File: config.mk
export PLATFORM = sky130hd
export DESIGN_NAME = barrel_ctx_seq
export DESIGN_NICKNAME = d
export VERILOG_FILES = /design/src/rtl/ctx_seq_pkg.sv /design/src/rtl/ctx_rr_ptr.sv /design/src/rtl/ctx_state_bank.sv /design/src/rtl/ctx_we_gate.sv /design/src/rtl/barrel_ctx_seq.sv
export SDC_FILE = /design/constraint.sdc
export NUM_CORES = 1
export LEC_CHECK = 0
export CAP_MARGIN = 20
export CORE_UTILIZATION = 47
export CTS_CLUSTER_SIZE = 40
export DETAILED_ROUTE_END_ITERATION = 10
export PLACE_DENSITY = 0.72
export SETUP_SLACK_MARGIN = 0.4
export SYNTH_ARGS = -nofsm -noshare
export SYNTH_HDL_FRONTEND = slang
export SYNTH_SLANG_ARGS = --single-unit
File: constraint.sdc
create_clock -name clk -period 3.64 [get_ports clk]
set_input_delay 0.728 -clock clk [delete_from_list [all_inputs] [get_ports clk]]
set_output_delay 0.728 -clock clk [all_outputs]
set_load 0.02 [all_outputs]
File: src/rtl/ctx_seq_pkg.sv
package ctx_seq_pkg;
   // Control bits carried by a retiring instruction.
   typedef struct packed {
      logic valid;
      logic term;
      logic tid_req;
      logic rf_req;
      logic flag_req;
   } retire_ctl_t;
endpackage

File: src/rtl/ctx_rr_ptr.sv
module ctx_rr_ptr #(
   parameter int N_THREADS = 4,
   localparam int TID_W = (N_THREADS > 1) ? $clog2(N_THREADS) : 1
) (
   input  logic             clk,
   input  logic             rst_n,
   output logic [TID_W-1:0] cur
);
   generate
      if (N_THREADS == (1 << TID_W)) begin : g_pow2
         // Natural wrap of the counter gives the rotation.
         always_ff @(posedge clk or negedge rst_n) begin
            if (!rst_n) cur <= '0;
            else        cur <= cur + 1'b1;
         end
      end else begin : g_mod
         always_ff @(posedge clk or negedge rst_n) begin
            if (!rst_n)                               cur <= '0;
            else if (cur == TID_W'(N_THREADS - 1))    cur <= '0;
            else                                      cur <= cur + 1'b1;
         end
      end
   endgenerate
endmodule

File: src/rtl/ctx_state_bank.sv
module ctx_state_bank #(
   parameter int          N_THREADS = 4,
   parameter int          PC_W      = 32,
   parameter logic [31:0] RESET_PC  = 32'h0040_0000,
   localparam int TID_W = (N_THREADS > 1) ? $clog2(N_THREADS) : 1
) (
   input  logic                      clk,
   input  logic                      rst_n,
   input  logic                      upd_en,
   input  logic [TID_W-1:0]          upd_tid,
   input  logic [PC_W-1:0]           upd_pc,
   input  logic                      upd_kill,
   output logic [N_THREADS*PC_W-1:0] pc_flat,
   output logic [N_THREADS-1:0]      live
);
   generate
      for (genvar g = 0; g < N_THREADS; g++) begin : g_thr
         logic            sel;
         logic [PC_W-1:0] pc_q;
         assign sel = upd_en && (upd_tid == TID_W'(g)) && live[g];
         always_ff @(posedge clk or negedge rst_n) begin
            if (!rst_n) begin
               pc_q    <= PC_W'(RESET_PC);
               live[g] <= 1'b1;
            end else if (sel) begin
               pc_q <= upd_pc;
               if (upd_kill) live[g] <= 1'b0;
            end
         end
         assign pc_flat[g*PC_W +: PC_W] = pc_q;
      end
   endgenerate
endmodule

File: src/rtl/ctx_we_gate.sv
module ctx_we_gate
   import ctx_seq_pkg::*;
#(
   parameter int TID_W  = 2,
   parameter int DATA_W = 32
) (
   input  retire_ctl_t        ctl,
   input  logic               thr_live,
   input  logic [TID_W-1:0]   tid,
   output logic               rf_we,
   output logic               flag_we,
   output logic               tid_we,
   output logic [DATA_W-1:0]  tid_data
);
   logic commit;
   // Only a live, non-terminating retirement may write anything.
   assign commit   = ctl.valid && thr_live && !ctl.term;
   assign rf_we    = commit && ctl.rf_req;
   assign flag_we  = commit && ctl.flag_req;
   assign tid_we   = commit && ctl.tid_req;
   assign tid_data = DATA_W'(tid);
endmodule

File: src/rtl/barrel_ctx_seq.sv
module barrel_ctx_seq
   import ctx_seq_pkg::*;
#(
   parameter int          N_THREADS = 4,
   parameter int          PC_W      = 32,
   parameter int          DATA_W    = 32,
   parameter logic [31:0] RESET_PC  = 32'h0040_0000,
   localparam int TID_W = (N_THREADS > 1) ? $clog2(N_THREADS) : 1
) (
   input  logic              clk,
   input  logic              rst_n,
   output logic [TID_W-1:0]  fetch_tid,
   output logic [PC_W-1:0]   fetch_pc,
   output logic              fetch_valid,
   input  logic              wb_valid,
   input  logic [TID_W-1:0]  wb_tid,
   input  logic [PC_W-1:0]   wb_next_pc,
   input  logic              wb_term,
   input  logic              wb_tid_req,
   input  logic              wb_rf_req,
   input  logic              wb_flag_req,
   output logic              rf_we,
   output logic              flag_we,
   output logic              tid_we,
   output logic [DATA_W-1:0] tid_data,
   output logic              halt
);
   generate
      if (N_THREADS < 2)          begin : g_bad_n  $error("N_THREADS must be at least 2"); end
      if (PC_W < 2 || PC_W > 32)  begin : g_bad_pc $error("PC_W must lie in 2..32");      end
      if (DATA_W < TID_W)         begin : g_bad_dw $error("DATA_W narrower than thread ID"); end
   endgenerate

   logic [N_THREADS*PC_W-1:0] pc_flat;
   logic [N_THREADS-1:0]      live;
   logic [N_THREADS-1:0]      live_after;
   logic [N_THREADS-1:0]      kill_mask;
   logic                      retire;
   logic                      hit;
   logic [PC_W-1:0]           slot_pc;
   retire_ctl_t               ctl;

   assign ctl = '{valid: wb_valid, term: wb_term, tid_req: wb_tid_req,
                  rf_req: wb_rf_req, flag_req: wb_flag_req};

   ctx_rr_ptr #(.N_THREADS(N_THREADS)) u_ptr (
      .clk (clk), .rst_n (rst_n), .cur (fetch_tid)
   );

   ctx_state_bank #(
      .N_THREADS(N_THREADS), .PC_W(PC_W), .RESET_PC(RESET_PC)
   ) u_bank (
      .clk (clk), .rst_n (rst_n),
      .upd_en (wb_valid), .upd_tid (wb_tid), .upd_pc (wb_next_pc),
      .upd_kill (wb_term), .pc_flat (pc_flat), .live (live)
   );

   ctx_we_gate #(.TID_W(TID_W), .DATA_W(DATA_W)) u_gate (
      .ctl (ctl), .thr_live (live[wb_tid]), .tid (wb_tid),
      .rf_we (rf_we), .flag_we (flag_we), .tid_we (tid_we), .tid_data (tid_data)
   );

   // Writeback and fetch share a thread: forward the resolved PC.
   assign retire      = wb_valid && live[wb_tid];
   assign hit         = retire && (wb_tid == fetch_tid);
   assign slot_pc     = pc_flat[fetch_tid*PC_W +: PC_W];
   assign fetch_pc    = hit ? wb_next_pc : slot_pc;
   assign fetch_valid = live[fetch_tid] && !(hit && wb_term);

   assign kill_mask  = (retire && wb_term) ? (N_THREADS'(1) << wb_tid) : '0;
   assign live_after = live & ~kill_mask;

   always_ff @(posedge clk or negedge rst_n) begin
      if (!rst_n) halt <= 1'b0;
      else        halt <= halt || (live_after == '0);
   end
endmodule

**Word-level counts from Yosys, hierarchy flattened**

Index checks and enable logic that the tools add are counted.

- Bits in read-only memories: 0
- Word-level logic and storage cells: 53
- Bits in latches: 0
- Bits in registers: 135
- Memories kept: 0
- Output and inout port bits: 71
- RAM bits: 0

- $mul: 0
- Equality and inequality tests: 4
- Divide/modulo/power cells: 0
- $add $sub $neg: 1
- Mux-type cells: 6
- Bitwise operators: 2
- Reduce and logical (&&, ||, !) cells: 26
- Shifts and indexed selects: 2
- $lt $le $gt $ge: 2

Operators by type and width:

| operator | number |
|---|---|
| $shiftx 128x8->32 | 1 |
| $mux 32 | 1 |
| $logic_and 1x1->1 | 17 |
| $reduce_and 2->1 | 4 |
| $lt 2x3->1 const B | 2 |
| $and 4x4->4 | 1 |
| $bmux 1 s2 | 2 |
| $eq 2x2->1 const B | 2 |
| $logic_not 4->1 | 1 |
| $mux 4 | 1 |
| $not 4->4 | 1 |
| $shl 1x2->4 const A | 1 |
| $add 2x1->2 const B | 1 |
| $eq 2x1->1 const B | 1 |
| $eq 2x2->1 | 1 |
| $logic_not 1->1 | 2 |
| $logic_not 2->1 | 1 |
| $mux 1 | 2 |
| $logic_or 1x1->1 | 1 |

**Depth between registers and ports, before layout**

Gate-level depths: netlist of the first run.

- Depth in word-level cells: 9
- Depth in mapped cells: 6
- Gate-level depth less buffers: 4

**Cells and area by module**

A second synthesis of the first run with hierarchy kept.

- Cells, all modules: 418
- Area, all modules: 6617.6 um2

By module, submodules not included:

| module | area an instance (um2) | instances | seq. area each (um2) | cells each |
|---|---|---|---|---|
| ctx_state_bank | 4923.5 | 1 | 3313.2 | 285 |
| barrel_ctx_seq | 1357.6 | 1 | 25.0 | 93 |
| ctx_we_gate | 274.0 | 1 | 0.0 | 36 |
| ctx_rr_ptr | 62.6 | 1 | 50.0 | 4 |

**Least setup slack after synthesis of the first run**

No wires, ideal clock.

- Path type: input to output
- Start point: in wb_tid[1]
- End point: out fetch_pc[10]
- Buffers on the path: 2
- Slack: 1038 ps
- Data arrival time: 1874 ps
- Stages: 6
- Data required time: 2912 ps
- Cells stage by stage: buf_4 -> mux2i_1 -> o22ai_2 -> nand2_2 -> buf_6 -> mux2_4

- Word-level cells in the longest chain between the ends: 5
- Elaborated cells on any way between the ends: 6
- Those cells by class: eq/ne (1); mux (3); reduce/logical (2)

RTL lines:

| what | line | RTL |
|---|---|---|
| start: declaration | barrel_ctx_seq.sv:16 | `input logic [TID_W-1:0] wb_tid,` |
| $bmux 1 s2 | barrel_ctx_seq.sv:64 | `assign retire = wb_valid && live[wb_tid];` |
| $mux 1 (implied by the code) | barrel_ctx_seq.sv:64 |  |
| $logic_and 1x1->1 | barrel_ctx_seq.sv:64 |  |
| $logic_and 1x1->1 * | barrel_ctx_seq.sv:65 | `assign hit = retire && (wb_tid == fetch_tid);` |
| $mux 32 * | barrel_ctx_seq.sv:67 | `assign fetch_pc = hit ? wb_next_pc : slot_pc;` |
| end: declaration | barrel_ctx_seq.sv:13 | `output logic [PC_W-1:0] fetch_pc,` |

Every way passes the cells marked *; elsewhere a longest branch is shown, timed or not. The select of a mux whose other input is x is not followed.

**Worst setup path after layout of the first run**

- Start point: in wb_tid[1]
- End point: out fetch_pc[31]

The elaborated chain is that of the path after synthesis.

==> flow_summary.json, run 1 <==
{
  "status": "complete, no violations",
  "cts-root-buf": "clkbuf_16",
  "rsz0062_at_grt": "no",
  "finalHoldViolCount": 0,
  "yosysUniqueCellTypes": 28,
  "synthMuxAreaShare_pct": 40.0,
  "cts_resized": 37,
  "period_share_pct": 86.7,
  "hpwl_mm": 8.10,
  "cp.arrival_ns": 2.43,
  "ys_warn_count": 0,
  "rows": 43,
  "routed_via_density": 5.30,
  "yosysTopAreaCell": "dfrtp_1",
  "numCtsBuffers": 17,
  "powerDensity_nw_per_um2": 429,
  "fin_cells": 705,
  "diodes": 0,
  "clk_pin_slew_ns": 0.05,
  "clockBufferDepth": 2,
  "ant_nets": 0,
  "path_max_fanout": 17,
  "grt_max_degree": 120,
  "fp.dieH_um": 121,
  "die_x_um": 121,
  "drtIter0Drc": 166,
  "yosysTopAreaCellShare_pct": 47.4,
  "die_area_um2": 14800,
  "period_needed_ns": 3.16,
  "grt_pass1_wl_mm": 21.4,
  "required_ns": 2.91,
  "synthXorXnorAreaFrac_pct": 0.391,
  "fin_nets": 553,
  "grt_pass1_vias": 4073,
  "leakage_uw": 0.00431,
  "syn2layout_area_growth_pct": 23.9,
  "synthTopCellsByArea": "dfrtp_1, mux2_2, mux4_2",
  "skew_ns": 0.00615,
  "drc": 0,
  "hp-class": "in -> async",
  "htreeDepth": 4,
  "ys_seq_area_share_pct": 50.5,
  "place_area_um2": 7640,
  "start_util_pct": 48.4,
  "dp_cells": 672,
  "holdBufCountCts": 0,
  "ir_drop_uv": 343,
  "synth_ff_type": "dfrtp_1",
  "netlist_top_cells_count": "mux2_2, dfrtp_1, buf_4",
  "avgSynthCellArea_um2": 16.0,
  "drive_above_1_share_pct": 49.9,
  "synth_fa_ha_area_share_pct": 0,
  "synth_area_um2": 6710,
  "synth_compound_gate_area_share_pct": 1.03,
  "wire_per_inst_um": 18.8,
  "synthArstFlopShare_pct": 100,
  "setup_viol": 0,
  "synthSimpleGateAreaFrac_pct": 1.72,
  "coreArea_um2": 13900,
  "port_buffers": 81,
  "cts_setup_buffers": 0,
  "cts_tree": "built",
  "fin_util_pct": 59.9,
  "via_count": 3738,
  "synth.most_common_cell": "mux2_2",
  "synth_seq_cells": 135,
  "critPathCaptureType": "output port",
  "ios": 112,
  "track_usage_pct": 19.6,
  "grt_overflow": 0,
  "synth_edf_count": 0,
  "first_pass_iters": 4,
  "worst-setup-path-type": "in -> out",
  "clk_latency_ns": 0.41,
  "synth_top_family_by_area": "multiplexers",
  "antenna_found_initial": 0,
  "final_cell_area_um2": 8320,
  "fmax_mhz": 317,
  "drv_cap": 0,
  "startpoint_type": "input port",
  "wirelength_mm": 13.3,
  "power.total_uw": 3570,
  "hold_slack_ns": 0.259,
  "gp_congestion": 0.727,
  "synthCells": 420,
  "slew_viol_final": 0,
  "cts.sinks": 135
}
[cells by family (layout without fill, tap and decap cells)]
group | Yosys count | in the layout
flip-flops | 135 | 135
multiplexers | 196 | 196
XOR/XNOR | 3 | 3
AO/OA/AOI/OAI | 8 | 8
AND/OR/NAND/NOR | 16 | 16
buffers and inverters | 61 | 137
other | 1 | 30
[layout by cell type (no fill, tap or decap), drive strengths merged, types with 5 or more instances in the layout]
master	netlist	final
dfstp	8	8
mux4	33	33
dlymetal6s2s	0	5
clkdlybuf4s50	0	42
bufinv	0	5
clkbuf	2	25
mux2	160	160
dfrtp	127	127
conb	1	30
buf	56	22
dlygate4sd2	0	32
[metal layers]
layer | GRT usage (%) | up-vias | part of all wire [%]
met5 | 0 | - | 0
met4 | 6.87 | 0 | 1.1
met3 | 5.64 | 11 | 4.3
met2 | 32.6 | 98 | 50
met1 | 24.2 | 1967 | 44
li1 | - | 1662 | -
[where the power goes]
part | internal, uW | switching (uW) | total [uW] | leakage, uW
Clock | 1310 | 613 | 1920 | 0.000324
Combinational | 51.5 | 92.7 | 144 | 0.00214
Sequential | 1500 | 0 | 1500 | 0.00185
Total | 2860 | 706 | 3570 | 0.00431
[cell type report]
cell class,count,area [um2]
timing repair buffer,102,1000
fill,1044,5560
clock buffer,25,505
inverter,3,11.3
sequential,135,3390
clock inverter,7,163
tap,180,225
multi-input combinational,253,3020
[sequential cells by signal, indices dropped and copies added, names as in the netlist]
signal / flops
u_bank.live: 4
u_bank.g_thr.pc_q: 128
u_ptr.cur: 2
halt: 1
[worst paths after layout]
check | start | endpoint | slack, ns | cells past startpoint
setup / recovery | wb_tid[1] | fetch_pc[31] | 0.48 | 7
hold / removal | rst_n | u_bank.g_thr[1].pc_q[6]$_DFFE_PN0P_ | 0.26 | 1
setup reg to reg | u_bank.live[0]$_DFFE_PN1P_ | u_bank.g_thr[0].pc_q[14]$_DFFE_PN0P_ | 1.99 | 3
hold reg to reg | halt$_DFF_PN0_ | halt$_DFF_PN0_ | 0.48 | 2
max in group asynchronous | rst_n | u_ptr.cur[0]$_DFF_PN0_ | 2.38 | 3
min in group clk | halt$_DFF_PN0_ | halt$_DFF_PN0_ | 0.48 | 2
[critical path: stages]
cell and delay [ns]:
clkdlybuf4s15_2 0.28, mux2i_2 0.28, o22ai_2 0.13, nand2_2 0.14
buf_12 0.20, mux2_2 0.34, dlygate4sd2_1 0.31
[per-stage QoR]
step,worst slack (ns),TNS [ns]
floorplan,1.04,0
global placement,-0.0329,-0.152
detailed placement,-0.131,-3.24
CTS,0.249,0
global route,0.405,0
finish,0.485,0
Power figures use the tool's default switching activity.
==> run 2: changes to the inputs <==
Settings changed: CORE_UTILIZATION 47 to 45, CTS_CLUSTER_DIAMETER set to 40, PLACE_DENSITY 0.72 to 0.69.
==> run 2 against run 1 <==
Highest routed layer unchanged. Flip-flop and latch count is the same. First-iteration DRC count shrank 21%. Sequential share of layout area grew 0.45 points. Largest cell class unchanged.
==> flow_summary.json, run 2 (synthesized netlist as in run 1, its figures left out) <==
{
  "grt_pass1_vias": 3823,
  "fmax_mhz": 321,
  "grt_pass1_wl_mm": 20.3,
  "required_ns": 2.91,
  "cp.arrival_ns": 2.38,
  "ant_nets": 0,
  "hpwl_mm": 7.82,
  "startpoint_type": "input port",
  "grt_max_degree": 125,
  "powerDensity_nw_per_um2": 411,
  "track_usage_pct": 18.1,
  "drtIter0Drc": 131,
  "largest_register": "u_bank.g_thr.pc_q",
  "drc": 0,
  "fin_nets": 557,
  "multi_input_area_um2": 3020,
  "maxSlewHeadroom_pct": 65.0,
  "n_fill_cell": 1190,
  "drv_cap": 0,
  "first_pass_iters": 4,
  "final_cell_mix": "mux2_2, dfrtp_1, clkdlybuf4s50_1",
  "coreArea_um2": 14500,
  "clk_latency_ns": 0.41,
  "finalHoldViolCount": 0,
  "antenna_found_initial": 0,
  "rows": 44,
  "largest_register_ff_count": 128,
  "gp_congestion": 0.740,
  "diodes": 0,
  "critPathCaptureType": "output port",
  "setup_viol": 0,
  "clk_pin_slew_ns": 0.05,
  "leakage_uw": 0.00419,
  "htreeDepth": 4,
  "layout_commonest_cell": "mux2_2",
  "syn2layout_area_growth_pct": 22.7,
  "cts_tree": "built",
  "die_x_um": 124,
  "cts-root-buf": "clkbuf_16",
  "clockBufferDepth": 2,
  "tightest_slew_ns": 0.525,
  "slew_viol_final": 0,
  "hp-class": "in -> async",
  "worst-setup-path-type": "in -> out",
  "start_util_pct": 46.2,
  "ir_drop_uv": 362,
  "wirelength_mm": 12.8,
  "drive_above_1_share_pct": 52.7,
  "path_max_fanout": 18,
  "port_buffers": 81,
  "status": "complete, no violations",
  "die_area_um2": 15400,
  "place_ws_ns": -0.0792,
  "regArea_um2": 3390,
  "routed_via_density": 5.25,
  "fp.dieH_um": 124,
  "ios": 112,
  "wire_per_inst_um": 18.0,
  "grt_overflow": 0,
  "top_regs": "u_bank.g_thr.pc_q: 128 flops, u_bank.live: 4 flops, u_ptr.cur: 2 flops",
  "skew_ns": 0.00573,
  "fin_ws_ns": 0.529,
  "period_share_pct": 85.5,
  "via_count": 3740,
  "rsz0062_at_grt": "no",
  "cts.sinks": 135,
  "numCtsBuffers": 17,
  "period_needed_ns": 3.11,
  "final.setup.tns_ns": 0
}
-- run 2: changes by cell type in the layout (fill, tap and decap cells not counted), moves of 2 or more --
cell | before | now
clkinvlp_4 | 1 | 3
clkbuf_2 | 0 | 14
bufinv_16 | 5 | 3
buf_4 | 17 | 21
dlygate4sd2_1 | 32 | 19
dlymetal6s2s_1 | 5 | 2
clkdlybuf4s50_1 | 42 | 44
-- run 2: layout make-up --
| class | instances | share of cell area [%] |
|---|---|---|
| timing repair buffer | 106 | 11.8 |
| tap | 184 | 2.80 |
| multi-input combinational | 253 | 36.7 |
| clock inverter | 7 | 1.43 |
| sequential | 135 | 41.2 |
| inverter | 3 | 0.137 |
| clock buffer | 24 | 5.97 |
-- run 2: power by group --
group	leakage, uW	switching (uW)	internal (uW)
sequential	0.00185	0	1500
combinational	0.00206	92.4	51.1
clock	0.000289	595	1140
total	0.00419	687	2700
-- run 2: what timing repair did --
action | 4_1_cts | 5_1_grt
setup endpoints to repair | 36 | 35
setup buffers | 2 | 5
hold buffers | 0 | 0
pin swaps | 1 | 0
gates resized for setup | 36 | 33
-- run 2: per-stage QoR --
stage | hold slack [ns] | area, um2 | power [uW] | std cells | util [%]
floorplan | 0.432 | 6820 | 1600 | 449 | -
global placement | 0.457 | 7620 | 1670 | 673 | 52.4
detailed placement | 0.470 | 7620 | 1670 | 673 | 52.4
CTS | 0.485 | 8210 | 3420 | 706 | 56.5
global route | 0.268 | 8230 | 3500 | 712 | 56.6
finish | 0.229 | 8230 | 3390 | 712 | 56.6
-- run 2: worst paths after layout --
path                                             from                                    to  slack, ns  cells after the start
max                                         wb_tid[0]                           fetch_pc[9]       0.53                      7
min                                             rst_n  u_bank.g_thr[0].pc_q[31]$_DFFE_PN0P_       0.23                      1
max reg2reg                u_bank.live[0]$_DFFE_PN1P_  u_bank.g_thr[0].pc_q[19]$_DFFE_PN0P_       1.90                      3
min reg2reg                            halt$_DFF_PN0_                        halt$_DFF_PN0_       0.48                      2
max in group asynchronous                       rst_n            u_bank.live[2]$_DFFE_PN1P_       2.63                      2
min in group clk                       halt$_DFF_PN0_                        halt$_DFF_PN0_       0.48                      2
-- run 2: layer usage --
layer | vias up | wire, um | GRT usage, %
met5 | - | 0 | 0
met3 | 14 | 478 | 3.94
met2 | 85 | 6560 | 29.8
li1 | 1684 | - | -
met1 | 1957 | 5630 | 23.3
met4 | 0 | 144 | 7.14
-- run 2: critical path, stage by stage --
cell	delay (ns)
dlygate4sd2_1	0.31
xor2_1	0.18
nor2_1	0.18
nand2_2	0.14
buf_12	0.19
mux2_4	0.30
dlygate4sd2_1	0.32
